===== src/rtl/cs_pkg.sv =====
`timescale 1ns/1ps
package cs_pkg;

  typedef enum logic {
    CYC_MEM = 1'b0,
    CYC_IO  = 1'b1
  } cyc_kind_e;

  typedef enum logic {
    PH_IDLE   = 1'b0,
    PH_ACTIVE = 1'b1
  } phase_e;

endpackage


===== src/rtl/cs_rst_sync.sv =====
`timescale 1ns/1ps
module cs_rst_sync #(
  parameter int STAGES = 2
) (
  input  logic clk,
  input  logic arst_n,
  output logic srst_n
);

  logic [STAGES-1:0] sync_q;
  logic [STAGES-1:0] sync_d;

  always_comb begin
    sync_d = {sync_q[STAGES-2:0], 1'b1};
  end

  always_ff @(posedge clk or negedge arst_n) begin
    if (!arst_n) begin
      sync_q <= '0;
    end else begin
      sync_q <= sync_d;
    end
  end

  assign srst_n = sync_q[STAGES-1];

endmodule


===== src/rtl/cs_start_reg.sv =====
`timescale 1ns/1ps
module cs_start_reg #(
  parameter int REG_W  = 16,
  parameter int BASE_W = 10,
  parameter int WS_W   = 4
) (
  input  logic              clk,
  input  logic              rst_n,
  input  logic              wr_en,
  input  logic [REG_W-1:0]  wr_data,
  output logic [BASE_W-1:0] base_o,
  output logic [WS_W-1:0]   ws_o,
  output logic [REG_W-1:0]  rd_data
);

  localparam int BASE_LSB = REG_W - BASE_W;
  localparam int RSV_W    = BASE_LSB - WS_W;

  logic [BASE_W-1:0] base_q, base_d;
  logic [WS_W-1:0]   ws_q, ws_d;

  always_comb begin
    base_d = wr_data[REG_W-1:BASE_LSB];
    ws_d   = wr_data[WS_W-1:0];
  end

  always_ff @(posedge clk or negedge rst_n) begin
    if (!rst_n) begin
      base_q <= '1;
      ws_q   <= '1;
    end else if (wr_en) begin
      base_q <= base_d;
      ws_q   <= ws_d;
    end
  end

  assign base_o  = base_q;
  assign ws_o    = ws_q;
  assign rd_data = {base_q, {RSV_W{1'b0}}, ws_q};

  AST_WR_LANDS: assert property (@(posedge clk) disable iff (!rst_n)
    wr_en |=> (base_q == $past(wr_data[REG_W-1:BASE_LSB])) && (ws_q == $past(wr_data[WS_W-1:0])));

  AST_HOLD_NO_WR: assert property (@(posedge clk) disable iff (!rst_n)
    !wr_en |=> $stable(base_q) && $stable(ws_q));

endmodule


===== src/rtl/cs_addr_cmp.sv =====
`timescale 1ns/1ps
module cs_addr_cmp #(
  parameter int ADDR_W = 20,
  parameter int BASE_W = 10,
  parameter int MEM_LSB = 10,
  parameter int IO_LSB  = 6
) (
  input  logic [ADDR_W-1:0] addr,
  input  logic              is_io,
  input  logic [BASE_W-1:0] base,
  output logic              hit
);

  localparam int MEM_MSB = MEM_LSB + BASE_W - 1;
  localparam int IO_MSB  = IO_LSB + BASE_W - 1;

  logic [BASE_W-1:0] mem_slice;
  logic [BASE_W-1:0] io_slice;
  logic [BASE_W-1:0] pick;

  generate
    if (MEM_MSB < ADDR_W) begin : g_mem_fit
      assign mem_slice = addr[MEM_MSB:MEM_LSB];
    end else begin : g_mem_top
      assign mem_slice = addr[ADDR_W-1:ADDR_W-BASE_W];
    end
    if (IO_MSB < ADDR_W) begin : g_io_fit
      assign io_slice = addr[IO_MSB:IO_LSB];
    end else begin : g_io_top
      assign io_slice = addr[ADDR_W-1:ADDR_W-BASE_W];
    end
  endgenerate

  always_comb begin
    pick = is_io ? io_slice : mem_slice;
    hit  = (pick >= base);
  end

endmodule


===== src/rtl/cs_wait_ctr.sv =====
`timescale 1ns/1ps
module cs_wait_ctr
  import cs_pkg::*;
#(
  parameter int WS_W = 4
) (
  input  logic            clk,
  input  logic            rst_n,
  input  logic            start_req,
  input  logic            sel_in,
  input  logic [WS_W-1:0] load_val,
  input  logic            rdy,
  output logic            busy,
  output logic            sel_o,
  output logic            done
);

  phase_e          ph_q, ph_d;
  logic [WS_W-1:0] cnt_q, cnt_d;
  logic            sel_q, sel_d;
  logic            accept, cnt_zero, ph_en, cnt_en, sel_en;

  always_comb begin
    cnt_zero = (cnt_q == '0);
    accept   = start_req && (ph_q == PH_IDLE);
    done     = (ph_q == PH_ACTIVE) && cnt_zero && rdy;

    ph_d  = ph_q;
    cnt_d = cnt_q;
    sel_d = sel_q;
    if (accept) begin
      ph_d  = PH_ACTIVE;
      sel_d = sel_in;
      cnt_d = sel_in ? load_val : '0;
    end else if (ph_q == PH_ACTIVE) begin
      if (!cnt_zero) begin
        cnt_d = cnt_q - 1'b1;
      end else if (rdy) begin
        ph_d = PH_IDLE;
      end
    end

    ph_en  = accept || done;
    cnt_en = accept || ((ph_q == PH_ACTIVE) && !cnt_zero);
    sel_en = accept;
  end

  always_ff @(posedge clk or negedge rst_n) begin
    if (!rst_n) begin
      ph_q <= PH_IDLE;
    end else if (ph_en) begin
      ph_q <= ph_d;
    end
  end

  always_ff @(posedge clk or negedge rst_n) begin
    if (!rst_n) begin
      cnt_q <= '0;
    end else if (cnt_en) begin
      cnt_q <= cnt_d;
    end
  end

  always_ff @(posedge clk or negedge rst_n) begin
    if (!rst_n) begin
      sel_q <= 1'b0;
    end else if (sel_en) begin
      sel_q <= sel_d;
    end
  end

  assign busy  = (ph_q == PH_ACTIVE);
  assign sel_o = sel_q;

  AST_CNT_STEP: assert property (@(posedge clk) disable iff (!rst_n)
    (busy && !cnt_zero) |=> busy && (cnt_q == $past(cnt_q) - 1'b1));

  AST_WAIT_FOR_RDY: assert property (@(posedge clk) disable iff (!rst_n)
    (busy && cnt_zero && !rdy) |=> busy);

  AST_DONE_ENDS: assert property (@(posedge clk) disable iff (!rst_n)
    done |=> !busy);

  AST_BUSY_START_IGNORED: assert property (@(posedge clk) disable iff (!rst_n)
    (busy && start_req) |=> $stable(sel_q));

  AST_UNSEL_NO_WAIT: assert property (@(posedge clk) disable iff (!rst_n)
    (accept && !sel_in) |=> cnt_zero);

endmodule


===== src/rtl/cs_channel.sv =====
`timescale 1ns/1ps
module cs_channel #(
  parameter int ADDR_W  = 20,
  parameter int REG_W   = 16,
  parameter int BASE_W  = 10,
  parameter int WS_W    = 4,
  parameter int MEM_LSB = 10,
  parameter int IO_LSB  = 6
) (
  input  logic              clk,
  input  logic              rst_n,
  input  logic              cfg_wr_en,
  input  logic [REG_W-1:0]  cfg_wr_data,
  output logic [REG_W-1:0]  cfg_rd_data,
  input  logic              cyc_start,
  input  logic              cyc_io,
  input  logic [ADDR_W-1:0] addr,
  input  logic              rdy,
  output logic              cs_n,
  output logic              cyc_done
);

  logic              srst_n;
  logic [BASE_W-1:0] base;
  logic [WS_W-1:0]   ws;
  logic              hit;
  logic              busy;
  logic              sel;

  cs_rst_sync #(.STAGES(2)) u_rst (
    .clk    (clk),
    .arst_n (rst_n),
    .srst_n (srst_n)
  );

  cs_start_reg #(.REG_W(REG_W), .BASE_W(BASE_W), .WS_W(WS_W)) u_reg (
    .clk     (clk),
    .rst_n   (srst_n),
    .wr_en   (cfg_wr_en),
    .wr_data (cfg_wr_data),
    .base_o  (base),
    .ws_o    (ws),
    .rd_data (cfg_rd_data)
  );

  cs_addr_cmp #(.ADDR_W(ADDR_W), .BASE_W(BASE_W), .MEM_LSB(MEM_LSB), .IO_LSB(IO_LSB)) u_cmp (
    .addr  (addr),
    .is_io (cyc_io),
    .base  (base),
    .hit   (hit)
  );

  cs_wait_ctr #(.WS_W(WS_W)) u_ctr (
    .clk       (clk),
    .rst_n     (srst_n),
    .start_req (cyc_start),
    .sel_in    (hit),
    .load_val  (ws),
    .rdy       (rdy),
    .busy      (busy),
    .sel_o     (sel),
    .done      (cyc_done)
  );

  assign cs_n = !(busy && sel);

  AST_CS_STABLE: assert property (@(posedge clk) disable iff (!srst_n)
    (busy && !cyc_done) |=> $stable(cs_n));

  AST_IDLE_DESELECT: assert property (@(posedge clk) disable iff (!srst_n)
    !busy |-> cs_n);

  AST_DONE_HAS_RDY: assert property (@(posedge clk) disable iff (!srst_n)
    cyc_done |-> rdy);

endmodule


===== config.mk =====
export PLATFORM = sky130hd
export DESIGN_NAME = cs_channel
export DESIGN_NICKNAME = d
export VERILOG_FILES = /design/src/rtl/cs_pkg.sv /design/src/rtl/cs_rst_sync.sv /design/src/rtl/cs_start_reg.sv /design/src/rtl/cs_addr_cmp.sv /design/src/rtl/cs_wait_ctr.sv /design/src/rtl/cs_channel.sv
export SDC_FILE = /design/constraint.sdc
export NUM_CORES = 1
export LEC_CHECK = 0
export ABC_AREA = 1
export BUFFER_PORTS_ARGS = -buffer_cell sky130_fd_sc_hd__buf_2
export CORE_MARGIN = 2
export CORE_UTILIZATION = 54
export CTS_BUF_LIST = sky130_fd_sc_hd__clkbuf_4
export DETAILED_ROUTE_END_ITERATION = 6
export GPL_TIMING_DRIVEN = 0
export PLACE_DENSITY_LB_ADDON = 0.1
export SYNTH_ARGS = -nofsm -noshare
export SYNTH_HDL_FRONTEND = slang
export SYNTH_HIERARCHICAL = 1
export SYNTH_SLANG_ARGS = --single-unit

===== constraint.sdc =====
create_clock -name clk -period 2.8 [get_ports clk]
set_clock_uncertainty 0.2 [all_clocks]
set_input_delay 0.14 -clock clk [delete_from_list [all_inputs] [get_ports clk]]
set_output_delay 0.14 -clock clk [all_outputs]
set_load 0.1 [all_outputs]

==> impl_metrics.py <==
metrics = {
    "status": {
        "outcome": "complete, no violations",
    },
    "critical_path": {
        "critPathKind": "register to output pin",
        "endpoint": "cyc_done",
        "required_ps": 2460,
        "r2r_end": "u_ctr/cnt_q[2]",
        "arrival_ps": 1730,
        "r2r_slack_ps": 790,
        "worst_setup_path_start_kind": "register",
        "path_max_fanout": 4,
        "r2r-start": "u_reg/base_o[9]",
        "end_kind": "output pin",
        "reg2reg_depth": 12,
        "critPathLaunch": "u_ctr/cnt_q[0]",
    },
    "power_and_ir_drop": {
        "power_density_nw_per_um2": 628.5,
        "ir_worst_vdd_uv": 587.8,
        "p_leak_nw": 1.237,
    },
    "routing": {
        "drt_iter0_drc": 37,
        "antenna_left": 0,
        "finalWirelength_um": 3426,
        "drc": 0,
        "avgViaCountPerCell": 4.566,
        "route.vias.total": 1443,
        "avgRoutedWirePerCell_um": 10.84,
        "dr.pass1.iters": 4,
    },
    "global_route": {
        "grt-ovfl-total": 0,
        "grt_pass1_vias": 1374,
        "grt_max_degree": 21,
        "grt_use_total_pct": 21.77,
        "antenna_found_initial": 0,
        "grt_pass1_wl_um": 5499,
    },
    "timing": {
        "hold_viol_final": 0,
        "setup_viol_count_final": 0,
        "grt_setup_unrepaired": "no",
        "fin_crit_sh_pct": 73.84,
        "fin_crit_ps": 2068,
        "tightest_slew_ps": 803.6,
        "setup_tns_ps": 0,
        "drv_slew": 0,
        "fmax_mhz": 483.7,
        "slew_headroom_pct": 46.42,
        "setup_slack_ps": 732.5,
    },
    "final_layout": {
        "nFillCells": 208,
        "design_area_um2": 2136,
        "num_antenna_cells": 0,
        "seq_area_um2": 568.0,
        "area_growth_pct": 39.57,
        "multiInputGateArea_um2": 691.9,
        "drive_above_1_share_pct": 34.04,
        "final_nets": 340,
    },
    "job": {
        "cap_viol_max_count": 0,
    },
    "die": {
        "fp.dieW_um": 57.23,
        "core_um2": 2734,
        "die-area_um2": 3275,
        "fp.dieH_um": 57.23,
        "rows": 19,
        "top_level_ports": 60,
        "start_util_pct": 55.97,
    },
    "clocking": {
        "cts_tree": "yes",
        "cts_buffers": 3,
        "clockBufferDepth": 2,
        "clockRootBuffer": "clkbuf_4",
        "clk_latency_ps": 300,
        "ctsResizeCount": 0,
        "cts.htree.levels": 1,
        "clk_pin_slew_ps": 120,
        "cts_sinks": 22,
    },
    "synth": {
        "synth_seq_area_share_pct": 37.12,
        "syn_area_um2": 1530,
        "yosysUniqueCellTypes": 22,
        "ys.warnings.count": 6,
        "synth-seq-cells": 22,
        "avgSynthCellArea_um2": 7.464,
        "netlist_instances": 205,
    },
    "min_path": {
        "worstHoldPathCells": 4,
        "hp-class": "input pin to register",
    },
    "placement": {
        "port_buffers": 48,
        "place_congestion": 0.7690,
        "dp_hpwl_um": 2297,
        "preCtsSetupSlack_ps": 792.4,
        "placedInstanceArea_um2": 1813,
    },
}
## flip-flops by register name, indices dropped and copies added, names as in the netlist
signal / flops
u_reg/base_o: 10
u_ctr/busy: 1
u_ctr/sel_o: 1
u_ctr/cnt_q: 4
u_rst/sync_q: 2
u_reg/ws_o: 4
## worst min path at each step
stage,start,end,slack (ps)
2_1_floorplan,rst_n,u_rst/sync_q[0],-360
3_3_place_gp,rst_n,u_rst/sync_q[1],-280
3_5_place_dp,rst_n,u_rst/sync_q[1],-270
4_1_cts,cfg_wr_en,u_reg/base_o[3],40
5_1_grt,cfg_wr_en,u_reg/ws_o[2],60
6_report,cfg_wr_en,u_reg/base_o[3],60
## critical path: stages, from the launching register on
cell,delay [ps]
dfrtp_1,410
inv_1,110
ha_1,170
nand2_1,50
inv_1,70
nand3_1,110
inv_1,80
buf_2,420
## placed cells by master, fill, tap and decap left out, drive strengths merged, types with 3 or more instances in the layout
master	netlist	final
nand2	82	82
buf	20	68
inv	30	30
dlygate4sd3	0	27
dfstp	14	14
nor2	13	13
ha	12	12
dfrtp	8	8
o21ai	8	8
a21oi	7	7
nand3	5	5
clkbuf	0	3
conb	2	3
## synth_stat cells, drive strengths merged
master  instances  area [um^2]
xnor2           1        8.760
nor2           13        56.30
ha             12        150.1
o21ai           8        40.03
a21oi           7        42.54
conb            2        7.510
nand3           5        25.02
nand2          82        325.3
inv            30        112.6
dfstp          14        367.9
a21o            1        7.510
mux2            1        15.01
dfrtp           8        200.2
mux2i           1        10.01
buf            20        161.4
## where the power goes
part / total, mW / internal [mW] / switching (mW)
sequential: 0.448 / 0.394 / 0.0543
clock: 0.240 / 0.145 / 0.0954
combinational: 0.654 / 0.217 / 0.437
total: 1.34 / 0.756 / 0.587
## final cells by class
type                    instances  share of cell area [%]
flip-flops and latches         22                   26.60
clock buffers                   3                   1.054
repair buffers                 75                   23.90
inverters                      30                   5.272
multi-input cells             134                   32.40
well taps                      31                   1.816
clock inverters                 1                   1.406
plain buffers                  20                   7.557
## what timing repair did
action	CTS	global route
hold buffers	27	0
endpoints found under the hold margin	18	0
setup buffers	0	0
## per-layer routing
layer | up-vias | part of all wire (%) | GRT usage, %
met5 | - | 0 | 0
met4 | 0 | 0.90 | 3.322
met3 | 4 | 5.0 | 4.082
met2 | 41 | 49 | 40.89
met1 | 636 | 45 | 26.28
li1 | 762 | - | -
## metrics by stage
stage	hold WS (ps)	power (mW)	util, %	std cells
2_1_floorplan	-355.6	0.9554	-	206
3_5_place_dp	-271.9	1.071	66.32	285
4_1_cts	40.90	1.349	78.12	316
5_1_grt	64.49	1.447	78.12	316
3_3_place_gp	-275.1	1.059	66.32	285
6_report	55.24	1.342	78.12	316
## cells by family after synthesis
logic type	share of synthesized area [%]
AO/OA/AOI/OAI	5.887
XOR/XNOR	0.5725
adder cells (fa/ha/maj)	9.812
buffers and inverters	17.91
flip-flops	37.12
multiplexers	1.635
other	0.4908
AND/OR/NAND/NOR	26.57
Power figures use the tool's default switching activity.
